[src/rtl/par_spi_pkg.sv]
// Package: shared types for the lockstep four-lane SPI master.
// Assumes: included first in compile order.
package par_spi_pkg;

    // Frame sequencer phases
    typedef enum logic [1:0] {
        ST_IDLE  = 2'd0,   // waiting for a start strobe
        ST_LEAD  = 2'd1,   // chip-select low, half period before first edge
        ST_RUN   = 2'd2,   // serial clock toggling
        ST_TRAIL = 2'd3    // half period after last edge, then release
    } seq_state_e;

endpackage

[src/rtl/spi_half_tick.sv]
// Module: spi_half_tick
// Produces a one-cycle tick every (div_i+1) system cycles while run_i is high.
// Each tick marks one serial-clock half period.
// Assumes: div_i is held stable while run_i is high, and the count restarts
// from zero whenever run_i is low.
module spi_half_tick #(
    parameter int DIV_W = 8
) (
    input  logic             clk,
    input  logic             rst_n,
    input  logic             run_i,
    input  logic [DIV_W-1:0] div_i,
    output logic             tick_o
);

    logic [DIV_W-1:0] cnt_q;

    // Half-period counter: wraps at div_i, cleared when idle
    always_ff @(posedge clk) begin
        if (!rst_n) begin
            cnt_q <= '0;
        end else if (!run_i || (cnt_q == div_i)) begin
            cnt_q <= '0;
        end else begin
            cnt_q <= cnt_q + 1'b1;
        end
    end

    // Tick when the counter reaches the divider value
    assign tick_o = run_i && (cnt_q == div_i);


    // with a divider above zero, two ticks never come back to back
    tick_spacing_chk: assert property (@(posedge clk) disable iff (!rst_n)
        (run_i && (div_i != '0) && tick_o) |=> !tick_o);

endmodule

[src/rtl/spi_rx_lane.sv]
// Module: spi_rx_lane
// One receive lane. It shifts one return line in at the LSB on each sample
// strobe and is cleared when a frame starts.
// Assumes: sample_i and clear_i never occur in the same cycle.
module spi_rx_lane #(
    parameter int MAX_BITS = 32
) (
    input  logic                clk,
    input  logic                rst_n,
    input  logic                clear_i,
    input  logic                sample_i,
    input  logic                miso_i,
    output logic [MAX_BITS-1:0] word_o
);

    logic [MAX_BITS-1:0] shreg_q;

    // Receive shift register: clear on frame start, shift on sample strobe
    always_ff @(posedge clk) begin
        if (!rst_n) begin
            shreg_q <= '0;
        end else if (clear_i) begin
            shreg_q <= '0;
        end else if (sample_i) begin
            shreg_q <= {shreg_q[MAX_BITS-2:0], miso_i};
        end
    end

    assign word_o = shreg_q;


    // a sampled bit lands at the LSB on the next cycle
    lane_capture_chk: assert property (@(posedge clk) disable iff (!rst_n)
        (sample_i && !clear_i) |=> (word_o[0] == $past(miso_i)));


    // without a sample or clear the word holds its value
    lane_hold_chk: assert property (@(posedge clk) disable iff (!rst_n)
        (!sample_i && !clear_i) |=> $stable(word_o));

endmodule

[src/rtl/spi_seq_ctrl.sv]
// Module: spi_seq_ctrl
// Frame sequencer. It accepts a start, latches the settings and drives the
// shared chip-select, serial clock (mode 0) and command line. It tells the
// receive lanes when to clear and when to sample.
// Assumes: tick_i pulses once per half period while busy_o is high.
module spi_seq_ctrl
    import par_spi_pkg::*;
#(
    parameter int MAX_BITS = 32,
    parameter int MIN_BITS = 8,
    parameter int DIV_W    = 8,
    parameter int CNT_W    = $clog2(MAX_BITS + 1)
) (
    input  logic                clk,
    input  logic                rst_n,
    input  logic                start_i,
    input  logic [MAX_BITS-1:0] cmd_i,
    input  logic [CNT_W-1:0]    nbits_i,
    input  logic [DIV_W-1:0]    div_i,
    input  logic                tick_i,
    output logic [DIV_W-1:0]    div_q_o,
    output logic                busy_o,
    output logic                done_o,
    output logic                sclk_o,
    output logic                cs_n_o,
    output logic                mosi_o,
    output logic                clear_o,
    output logic                sample_o
);

    localparam logic [CNT_W-1:0] MIN_N = CNT_W'(MIN_BITS);
    localparam logic [CNT_W-1:0] MAX_N = CNT_W'(MAX_BITS);

    seq_state_e          state_q;
    logic                sclk_q;
    logic                cs_n_q;
    logic                done_q;
    logic [MAX_BITS-1:0] tx_q;
    logic [CNT_W-1:0]    nb_q;
    logic [CNT_W-1:0]    bcnt_q;
    logic [DIV_W-1:0]    div_q;
    logic [CNT_W-1:0]    nb_eff;
    logic                accept;

    // Clamp the requested length into the supported range
    always_comb begin
        if (nbits_i < MIN_N) begin
            nb_eff = MIN_N;
        end else if (nbits_i > MAX_N) begin
            nb_eff = MAX_N;
        end else begin
            nb_eff = nbits_i;
        end
    end

    assign accept = start_i && (state_q == ST_IDLE);

    // Phase sequencing, serial clock, chip-select and command shifting
    always_ff @(posedge clk) begin
        if (!rst_n) begin
            state_q <= ST_IDLE;
            sclk_q  <= 1'b0;
            cs_n_q  <= 1'b1;
            done_q  <= 1'b0;
            tx_q    <= '0;
            nb_q    <= MIN_N;
            bcnt_q  <= '0;
            div_q   <= '0;
        end else begin
            done_q <= 1'b0;
            case (state_q)
                ST_IDLE: begin
                    if (accept) begin
                        tx_q    <= cmd_i << (MAX_N - nb_eff);
                        nb_q    <= nb_eff;
                        div_q   <= div_i;
                        bcnt_q  <= '0;
                        sclk_q  <= 1'b0;
                        cs_n_q  <= 1'b0;
                        state_q <= ST_LEAD;
                    end
                end
                ST_LEAD: begin
                    if (tick_i) begin
                        sclk_q  <= 1'b1;
                        bcnt_q  <= CNT_W'(1);
                        state_q <= ST_RUN;
                    end
                end
                ST_RUN: begin
                    if (tick_i) begin
                        if (sclk_q) begin
                            sclk_q <= 1'b0;
                            if (bcnt_q == nb_q) begin
                                state_q <= ST_TRAIL;
                            end else begin
                                tx_q <= {tx_q[MAX_BITS-2:0], 1'b0};
                            end
                        end else begin
                            sclk_q <= 1'b1;
                            bcnt_q <= bcnt_q + 1'b1;
                        end
                    end
                end
                ST_TRAIL: begin
                    if (tick_i) begin
                        cs_n_q  <= 1'b1;
                        done_q  <= 1'b1;
                        tx_q    <= '0;
                        state_q <= ST_IDLE;
                    end
                end
                default: state_q <= ST_IDLE;
            endcase
        end
    end

    assign busy_o   = (state_q != ST_IDLE);
    assign done_o   = done_q;
    assign sclk_o   = sclk_q;
    assign cs_n_o   = cs_n_q;
    assign mosi_o   = tx_q[MAX_BITS-1];
    assign div_q_o  = div_q;
    assign clear_o  = accept;
    assign sample_o = tick_i && ((state_q == ST_LEAD) ||
                                 ((state_q == ST_RUN) && !sclk_q));


    // done never lasts longer than one cycle
    done_single_chk: assert property (@(posedge clk) disable iff (!rst_n)
        done_o |=> !done_o);


    // serial clock stays low whenever chip-select is released
    cs_idle_sclk_chk: assert property (@(posedge clk) disable iff (!rst_n)
        cs_n_o |-> !sclk_o);


    // the command line holds steady while the serial clock is high
    mosi_hold_chk: assert property (@(posedge clk) disable iff (!rst_n)
        sclk_o |-> $stable(mosi_o));


    // the serial clock moves only on a half-period tick
    sclk_tick_chk: assert property (@(posedge clk) disable iff (!rst_n)
        !tick_i |=> $stable(sclk_o));


    // a start during a frame leaves the latched settings untouched
    busy_start_chk: assert property (@(posedge clk) disable iff (!rst_n)
        (busy_o && start_i) |=> ($stable(nb_q) && $stable(div_q)));


    // chip-select is only asserted while busy
    cs_busy_chk: assert property (@(posedge clk) disable iff (!rst_n)
        !cs_n_o |-> busy_o);

endmodule

[src/rtl/par_spi_master.sv]
// Module: par_spi_master (top)
// SPI master serving several identical slaves in lockstep. It uses one
// serial clock, one chip-select and one command line for all of them, and
// each slave's return line is captured in a lane of its own.
// Assumes: miso_i is synchronous to the serial clock the block drives.
module par_spi_master #(
    parameter int N_SLAVES = 4,
    parameter int MAX_BITS = 32,
    parameter int MIN_BITS = 8,
    parameter int DIV_W    = 8,
    parameter int CNT_W    = $clog2(MAX_BITS + 1)
) (
    input  logic                         clk,
    input  logic                         rst_n,
    input  logic                         start_i,
    input  logic [MAX_BITS-1:0]          cmd_i,
    input  logic [CNT_W-1:0]             nbits_i,
    input  logic [DIV_W-1:0]             div_i,
    output logic                         busy_o,
    output logic                         done_o,
    output logic [N_SLAVES*MAX_BITS-1:0] rx_o,
    output logic                         sclk_o,
    output logic                         cs_n_o,
    output logic                         mosi_o,
    input  logic [N_SLAVES-1:0]          miso_i
);

    logic             tick;
    logic             busy;
    logic             clear;
    logic             sample;
    logic [DIV_W-1:0] div_q;

    spi_seq_ctrl #(
        .MAX_BITS (MAX_BITS),
        .MIN_BITS (MIN_BITS),
        .DIV_W    (DIV_W),
        .CNT_W    (CNT_W)
    ) u_ctrl (
        .clk      (clk),
        .rst_n    (rst_n),
        .start_i  (start_i),
        .cmd_i    (cmd_i),
        .nbits_i  (nbits_i),
        .div_i    (div_i),
        .tick_i   (tick),
        .div_q_o  (div_q),
        .busy_o   (busy),
        .done_o   (done_o),
        .sclk_o   (sclk_o),
        .cs_n_o   (cs_n_o),
        .mosi_o   (mosi_o),
        .clear_o  (clear),
        .sample_o (sample)
    );

    spi_half_tick #(
        .DIV_W (DIV_W)
    ) u_tick (
        .clk    (clk),
        .rst_n  (rst_n),
        .run_i  (busy),
        .div_i  (div_q),
        .tick_o (tick)
    );

    // One receive lane per slave, all sharing the same sample strobe
    for (genvar g = 0; g < N_SLAVES; g++) begin : g_lane
        spi_rx_lane #(
            .MAX_BITS (MAX_BITS)
        ) u_lane (
            .clk      (clk),
            .rst_n    (rst_n),
            .clear_i  (clear),
            .sample_i (sample),
            .miso_i   (miso_i[g]),
            .word_o   (rx_o[g*MAX_BITS +: MAX_BITS])
        );
    end

    assign busy_o = busy;


    // done coincides with the release of chip-select
    done_cs_chk: assert property (@(posedge clk) disable iff (!rst_n)
        done_o |-> (cs_n_o && !busy_o));

endmodule

[config.mk]
export PLATFORM = sky130hd
export DESIGN_NAME = par_spi_master
export DESIGN_NICKNAME = d
export VERILOG_FILES = /design/src/rtl/par_spi_pkg.sv /design/src/rtl/spi_half_tick.sv /design/src/rtl/spi_rx_lane.sv /design/src/rtl/spi_seq_ctrl.sv /design/src/rtl/par_spi_master.sv
export SDC_FILE = /design/constraint.sdc
export NUM_CORES = 1
export LEC_CHECK = 0
export BUFFER_PORTS_ARGS = -buffer_cell sky130_fd_sc_hd__buf_2
export CORE_ASPECT_RATIO = 0.5
export CORE_MARGIN = 4
export CORE_UTILIZATION = 53
export DETAILED_ROUTE_END_ITERATION = 10
export PLACE_DENSITY = 0.77
export SLEW_MARGIN = 10
export SYNTH_ARGS = -nofsm -noshare
export SYNTH_HDL_FRONTEND = slang
export SYNTH_HIERARCHICAL = 1
export SYNTH_SLANG_ARGS = --single-unit
[constraint.sdc]
create_clock -name clk -period 3.6 [get_ports clk]
set_input_delay 0.72 -clock clk [delete_from_list [all_inputs] [get_ports clk]]
set_output_delay 0.72 -clock clk [all_outputs]
set_load 0.1 [all_outputs]
==> Word-level counts from Yosys, hierarchy flattened <==
Cells that the tools add are included.
{ "totals": {"reg_bits": 193} }
{ "classes": {"reduce_logical": 22, "bitwise": 1, "n_mux": 27, "add_sub_neg": 3, "n_shift": 1, "n_eq_ne": 13, "order_cmp": 2} }
{ "ops": {"columns": ["op", "count"], "rows": [
  ["two-way mux 32 bit", 5],
  ["one-hot mux 32 bit (3 select lines)", 1],
  ["two-way mux 6 bit", 6],
  ["<< shifter 32 x 6 -> 32 bit", 1],
  ["one-hot mux 6 bit (3 select lines)", 1],
  ["two-way mux 2 bit", 6],
  ["AND reduction 6 bit", 2],
  ["inequality test 2 x 1 -> 1 bit (second input constant)", 5],
  ["adder 8 x 1 -> 8 bit (second input constant)", 1],
  ["== test 8 bit", 1],
  ["one-hot mux 2 bit (4 select lines)", 1],
  ["adder 6 x 1 -> 6 bit (second input constant)", 1],
  ["== test 6 bit", 1],
  ["greater-than comparator 6 bit (second input constant)", 1],
  ["less-than comparator 6 x 4 -> 1 bit (second input constant)", 1],
  ["inequality test 2 bit (second input constant)", 3],
  ["nonzero test 3 bit", 2],
  ["subtractor 6 bit (first input constant)", 1],
  ["two-way mux 1 bit", 5],
  ["AND reduction 5 bit", 1],
  ["== test 2 bit (second input constant)", 2],
  ["logical AND 1 bit", 4],
  ["AND reduction 2 bit", 2],
  ["AND reduction 4 bit", 1],
  ["other kinds (10)", 14]
]} }

==> Depth between registers and ports, before layout <==
{ "logic_depth": {"depth_word": 7, "ltp_mapped": 15, "depth_no_buf": 11} }

==> By module <==
Netlist, hierarchy kept.
{ "by_module_without_submodules": {"columns": ["mod", "seq_area_each_um2", "n_inst", "area_per_inst_um2", "cells_each"], "rows": [
  ["spi_seq_ctrl", 1141.1, 1, 4714.5, 577],
  ["spi_rx_lane", 640.6, 4, 1173.6, 104],
  ["spi_half_tick", 160.2, 1, 470.5, 46]
]} }

==> Least setup slack after synthesis <==
No wires, ideal clock.
{ "synth_path": {"path_kind": "register to register", "start": "register u_ctrl.state_q[0]", "end": "register u_ctrl.tx_q[23]", "required_time_ns": 3.478, "setup_ns": 0.122, "path_stages_with_launch": 11, "t_arrival_ns": 3.086, "slack_ns": 0.392, "cell_sequence": "dfxtp_1 inv_1 ha_1 inv_1 and3_1 inv_1 a2111oi_4 o41ai_1 clkbuf_1 a221o_1 o311a_1"} }
{ "synth_between": {"elab_chain_cells": 4, "elab_cells_between_ends": 14, "classes_between": "eq/ne: 7; mux: 1; reduce/logical: 6"} }
{ "synth_lines": {"columns": ["item", "line_no", "rtl"], "rows": [
  ["from (decl)", "spi_seq_ctrl.sv:34", "seq_state_e state_q;"],
  ["from (signal assigned)", "spi_seq_ctrl.sv:61", "state_q <= ST_IDLE;"],
  ["from (signal assigned)", "spi_seq_ctrl.sv:80", "state_q <= ST_LEAD;"],
  ["from (signal assigned)", "spi_seq_ctrl.sv:87", "state_q <= ST_RUN;"],
  ["nonzero test 2 bit (*)", "spi_seq_ctrl.sv:118", "assign busy_o = (state_q != ST_IDLE);"],
  ["net busy_o", "par_spi_master.sv:19", "output logic busy_o,"],
  ["logical AND 1 bit (*)", "spi_half_tick.sv:30", "assign tick_o = run_i && (cnt_q == div_i);"],
  ["net tick", "par_spi_master.sv:28", "logic tick;"],
  ["inequality test 2 x 1 -> 1 bit (no source line)", null, null],
  ["AND reduction 6 bit (no source line) (*)", null, null],
  ["to (signal assigned)", "spi_seq_ctrl.sv:74", "tx_q <= cmd_i << (MAX_N - nb_eff);"],
  ["to (signal assigned)", "spi_seq_ctrl.sv:97", "tx_q <= {tx_q[MAX_BITS-2:0], 1'b0};"],
  ["to (decl)", "spi_seq_ctrl.sv:38", "logic [MAX_BITS-1:0] tx_q;"]
]} }
Mark *: on every way through the listed nets, which the timed path passes. The rest lies on a longest branch.
A chain may end at the register's enable or synchronous reset.

==> Worst setup path after layout <==
{ "layout_path": {"start": "register u_tick.cnt_q[2]", "end": "register u_ctrl.tx_q[25]"} }
{ "layout_between": {"elab_chain_cells": 4, "elab_cells_between_ends": 5, "classes_between": "eq/ne: 3; reduce/logical: 2"} }
{ "layout_lines": {"columns": ["item", "line_no", "rtl"], "rows": [
  ["from (decl)", "spi_half_tick.sv:16", "logic [DIV_W-1:0] cnt_q;"],
  ["from (signal assigned)", "spi_half_tick.sv:25", "cnt_q <= cnt_q + 1'b1;"],
  ["== test 8 bit (*)", "spi_half_tick.sv:30", null],
  ["logical AND 1 bit (*)", "spi_half_tick.sv:30", null],
  ["net tick", "par_spi_master.sv:28", null],
  ["inequality test 2 x 1 -> 1 bit (no source line)", null, null],
  ["AND reduction 6 bit (no source line) (*)", null, null]
]} }
Marked as above.

==> impl_metrics.toml <==
[status]
status = "finished clean"

[pwr]
p_per_area_nw_per_um2 = 597.5
p_int_mw = 4.203
ir_drop_mv = 0.4544
p_seq_share_pct = 35.8
leakage_nw = 4.633
comb_power_share_pct = 36.3
swShare_pct = 38.26
p_sw_mw = 2.604
clkPwrFrac_pct = 27.9

[grt]
grt_max_degree = 79
antenna_found_initial = 0
grt_pass1_vias = 7918
track_usage_pct = 24.12
grt_pass1_wl_um = 42160
grt-ovfl-total = 0

[worst_setup_path]
cp_max_fo = 15
cp.required_ns = 3.90
cp-end-kind = "flop"
reg2reg_depth = 12
reg2reg_slack_ns = 0.55
arrival_ns = 3.35
r2r-end = "u_ctrl/tx_q[25]$_SDFFE_PN0P_"
critPathKind = "flop to flop"
reg2reg_from = "u_tick/cnt_q[2]$_SDFF_PP0_"
crit_path_start_kind = "flop"

[sta]
final-hold-violation-count = 0
min_period_over_period_pct = 84.59
fmax_ghz = 0.3284
tns_ns = 0
final-setup-viol-count = 0
tightest_slew_ns = 1.154
max_slew_margin_pct = 22.25
slew_violations = 0
skew_ns = 0.01417
period_minus_slack_ns = 3.045
rsz0062_at_grt = "no"
layout_setup_ws_ns = 0.5547

[clocking]
worstSkewPairLatency_ns = 0.43
post_cts_buffers = 0
cts_hold_buf = 0
cts-resized-gates = 0
root_buffer = "clkbuf_16"
path_clk_slew_ns = 0.07
cts.path.max_buffers = 2
htree_levels = 4
numCtsBuffers = 17
cts_sinks = 193
tritoncts = "built"

[place]
gp_congestion = 0.9702
pre_cts_slack_ns = 0.2937
io_buffers = 185
dp_hpwl_um = 18960

[floorplan]
fp.coreArea_um2 = 17820
io_pins = 186
die_y_um = 104.5
die_area_um2 = 21020
rows = 34
die-width_um = 201.1
initial_core_util_pct = 55.43

[synth]
synth_area_um2 = 9879
synth-seq-cells = 193
ys_warn_count = 6
synthesis.nets = 1100
postSynthAreaPerCell_um2 = 9.509
synth_common_cells = "dfxtp_1, mux2i_1, nor2_1, nand2_1, a21oi_1"
synth_cells = 1039
yosys.area.top_type = "dfxtp_1"
synth_most_common_cell = "dfxtp_1"
ys_types = 74
async_reset_ff_share_pct = 0
yosysTopAreaCellShare_pct = 39.11
synth_area_leaders = "dfxtp_1, mux2i_1, nor2_1"
ys.flop_type = "dfxtp_1"
synth_edf_count = 0
synth.yosys.seq_area_share_pct = 39.11

[detailed_routing]
vias = 8414
initialDrtViolationCount = 634
postRouteAntennaNets = 0
vias_per_cell = 5.807
drc = 0
firstDrtPassIters = 5
wire_per_inst_um = 18.07
wl_um = 26180

[finish]
diodes = 0
fin_nets = 1264
fill_cells = 1526
layout-drive-gt1-share_pct = 24.12
area_growth_pct = 15.31

[hold_path]
hold_path.class = "flop to flop"
hold_end = "u_ctrl/nb_q[1]$_SDFFE_PN0P_"
hold_depth = 2
holdCritStartpoint = "u_ctrl/nb_q[1]$_SDFFE_PN0P_"

[job]
cap_violations = 0
-- state kept, by name, indices dropped and copies added (netlist names) --
| signal | count |
|---|---|
| g_lane.u_lane/word_o | 128 |
| u_ctrl/sclk_o | 1 |
| u_ctrl/div_q_o | 8 |
| u_ctrl/nb_q | 6 |
| u_tick/cnt_q | 8 |
| u_ctrl/cs_n_o | 1 |
| u_ctrl/bcnt_q | 6 |
| u_ctrl/done_o | 1 |
| u_ctrl/tx_q | 32 |
| u_ctrl/state_q | 2 |
-- worst max path at each step --
| stage | from | to | slack [ns] | depth (start not counted) |
|---|---|---|---|---|
| CTS | u_tick/cnt_q[2]$_SDFF_PP0_ | u_ctrl/tx_q[25]$_SDFFE_PN0P_ | 0.60 | 12 |
| global placement | nbits_i[5] | u_ctrl/tx_q[23]$_SDFFE_PN0P_ | 0.28 | 9 |
| finish | u_tick/cnt_q[2]$_SDFF_PP0_ | u_ctrl/tx_q[25]$_SDFFE_PN0P_ | 0.55 | 12 |
| global route | u_tick/cnt_q[2]$_SDFF_PP0_ | u_ctrl/tx_q[25]$_SDFFE_PN0P_ | 0.36 | 12 |
| detailed placement | nbits_i[5] | u_ctrl/tx_q[23]$_SDFFE_PN0P_ | 0.29 | 9 |
| floorplan | u_ctrl/state_q[0]$_SDFFE_PN0P_ | u_ctrl/tx_q[23]$_SDFFE_PN0P_ | 0.39 | 10 |
-- critical path, stage by stage, from the launching register on --
cell       delay [ns]
dfxtp_1          0.50
xor2_2           0.13
nor4_4           0.25
buf_4            0.19
and3_1           0.26
inv_1            0.18
a2111oi_4        0.39
o41ai_2          0.30
buf_4            0.28
a21oi_1          0.13
o31ai_1          0.09
a21oi_1          0.14
a21oi_1          0.07
-- through the flow --
stage               power [mW]  cells  hold slack (ns)  cell area (um^2)  utilization, %
global placement         4.892   1418           0.4568             10800           60.56
global route             7.160   1449           0.4982             11390           63.91
detailed placement       4.908   1418           0.4638             10800           60.56
CTS                      6.811   1449           0.4745             11390           63.91
floorplan                4.386   1039           0.4478              9879               -
finish                   6.807   1449           0.4794             11390           63.91
-- power groups by stage --
stage | clock network, mW | logic, mW | registers (mW)
5_1_grt | 2.04 | 2.67 | 2.45
3_5_place_dp | 0 | 2.43 | 2.48
2_1_floorplan | 0 | 1.87 | 2.52
4_1_cts | 1.94 | 2.44 | 2.43
3_3_place_gp | 0 | 2.42 | 2.48
6_report | 1.90 | 2.47 | 2.43
-- logic make-up after synthesis --
family          share of synthesized area, %
fa+ha+maj                              1.013
buf+inv                                6.282
xor+xnor                               1.849
compound gates                         14.07
simple gates                           15.41
mux                                    22.26
flops                                  39.11
-- routing by layer --
layer	track usage (%)	vias to the layer above	part of all wire [%]
li1	-	4055	-
met3	4.519	47	5.9
met1	32.31	4020	46
met5	0	-	0
met4	9.421	0	2.7
met2	39.03	292	46
-- area by class of cell --
| class | instances | area [um^2] | share of cell area (%) |
|---|---|---|---|
| repair buffers | 215 | 1176 | 10.32 |
| inverters | 14 | 52.55 | 0.4613 |
| well taps | 234 | 292.8 | 2.570 |
| multi-input cells | 762 | 5410 | 47.49 |
| flip-flops and latches | 193 | 3864 | 33.92 |
| clock buffers | 18 | 429.2 | 3.767 |
| clock inverters | 13 | 167.7 | 1.472 |
-- cell usage in the layout (no fill, tap or decap), drive strengths merged, types with 7 or more instances in the layout --
| master | synthesis | final |
|---|---|---|
| nand2b | 12 | 12 |
| o22ai | 8 | 8 |
| nor2 | 160 | 160 |
| a211oi | 16 | 16 |
| nor3 | 13 | 13 |
| a221oi | 7 | 7 |
| xnor2 | 8 | 8 |
| buf | 46 | 215 |
| nor2b | 7 | 7 |
| a21boi | 10 | 10 |
| or3 | 11 | 11 |
| clkbuf | 24 | 18 |
| o211ai | 11 | 11 |
| o31ai | 7 | 7 |
| ha | 8 | 8 |
| dfxtp | 193 | 193 |
| nand3 | 25 | 25 |
| inv | 13 | 20 |
| o21ai | 33 | 33 |
| mux4 | 12 | 12 |
| mux2 | 13 | 13 |
| a22oi | 9 | 9 |
| nand2 | 79 | 79 |
| a21oi | 50 | 50 |
| xor2 | 12 | 12 |
| nand4 | 7 | 7 |
| mux2i | 177 | 177 |
(Power assumes the default switching activity.)
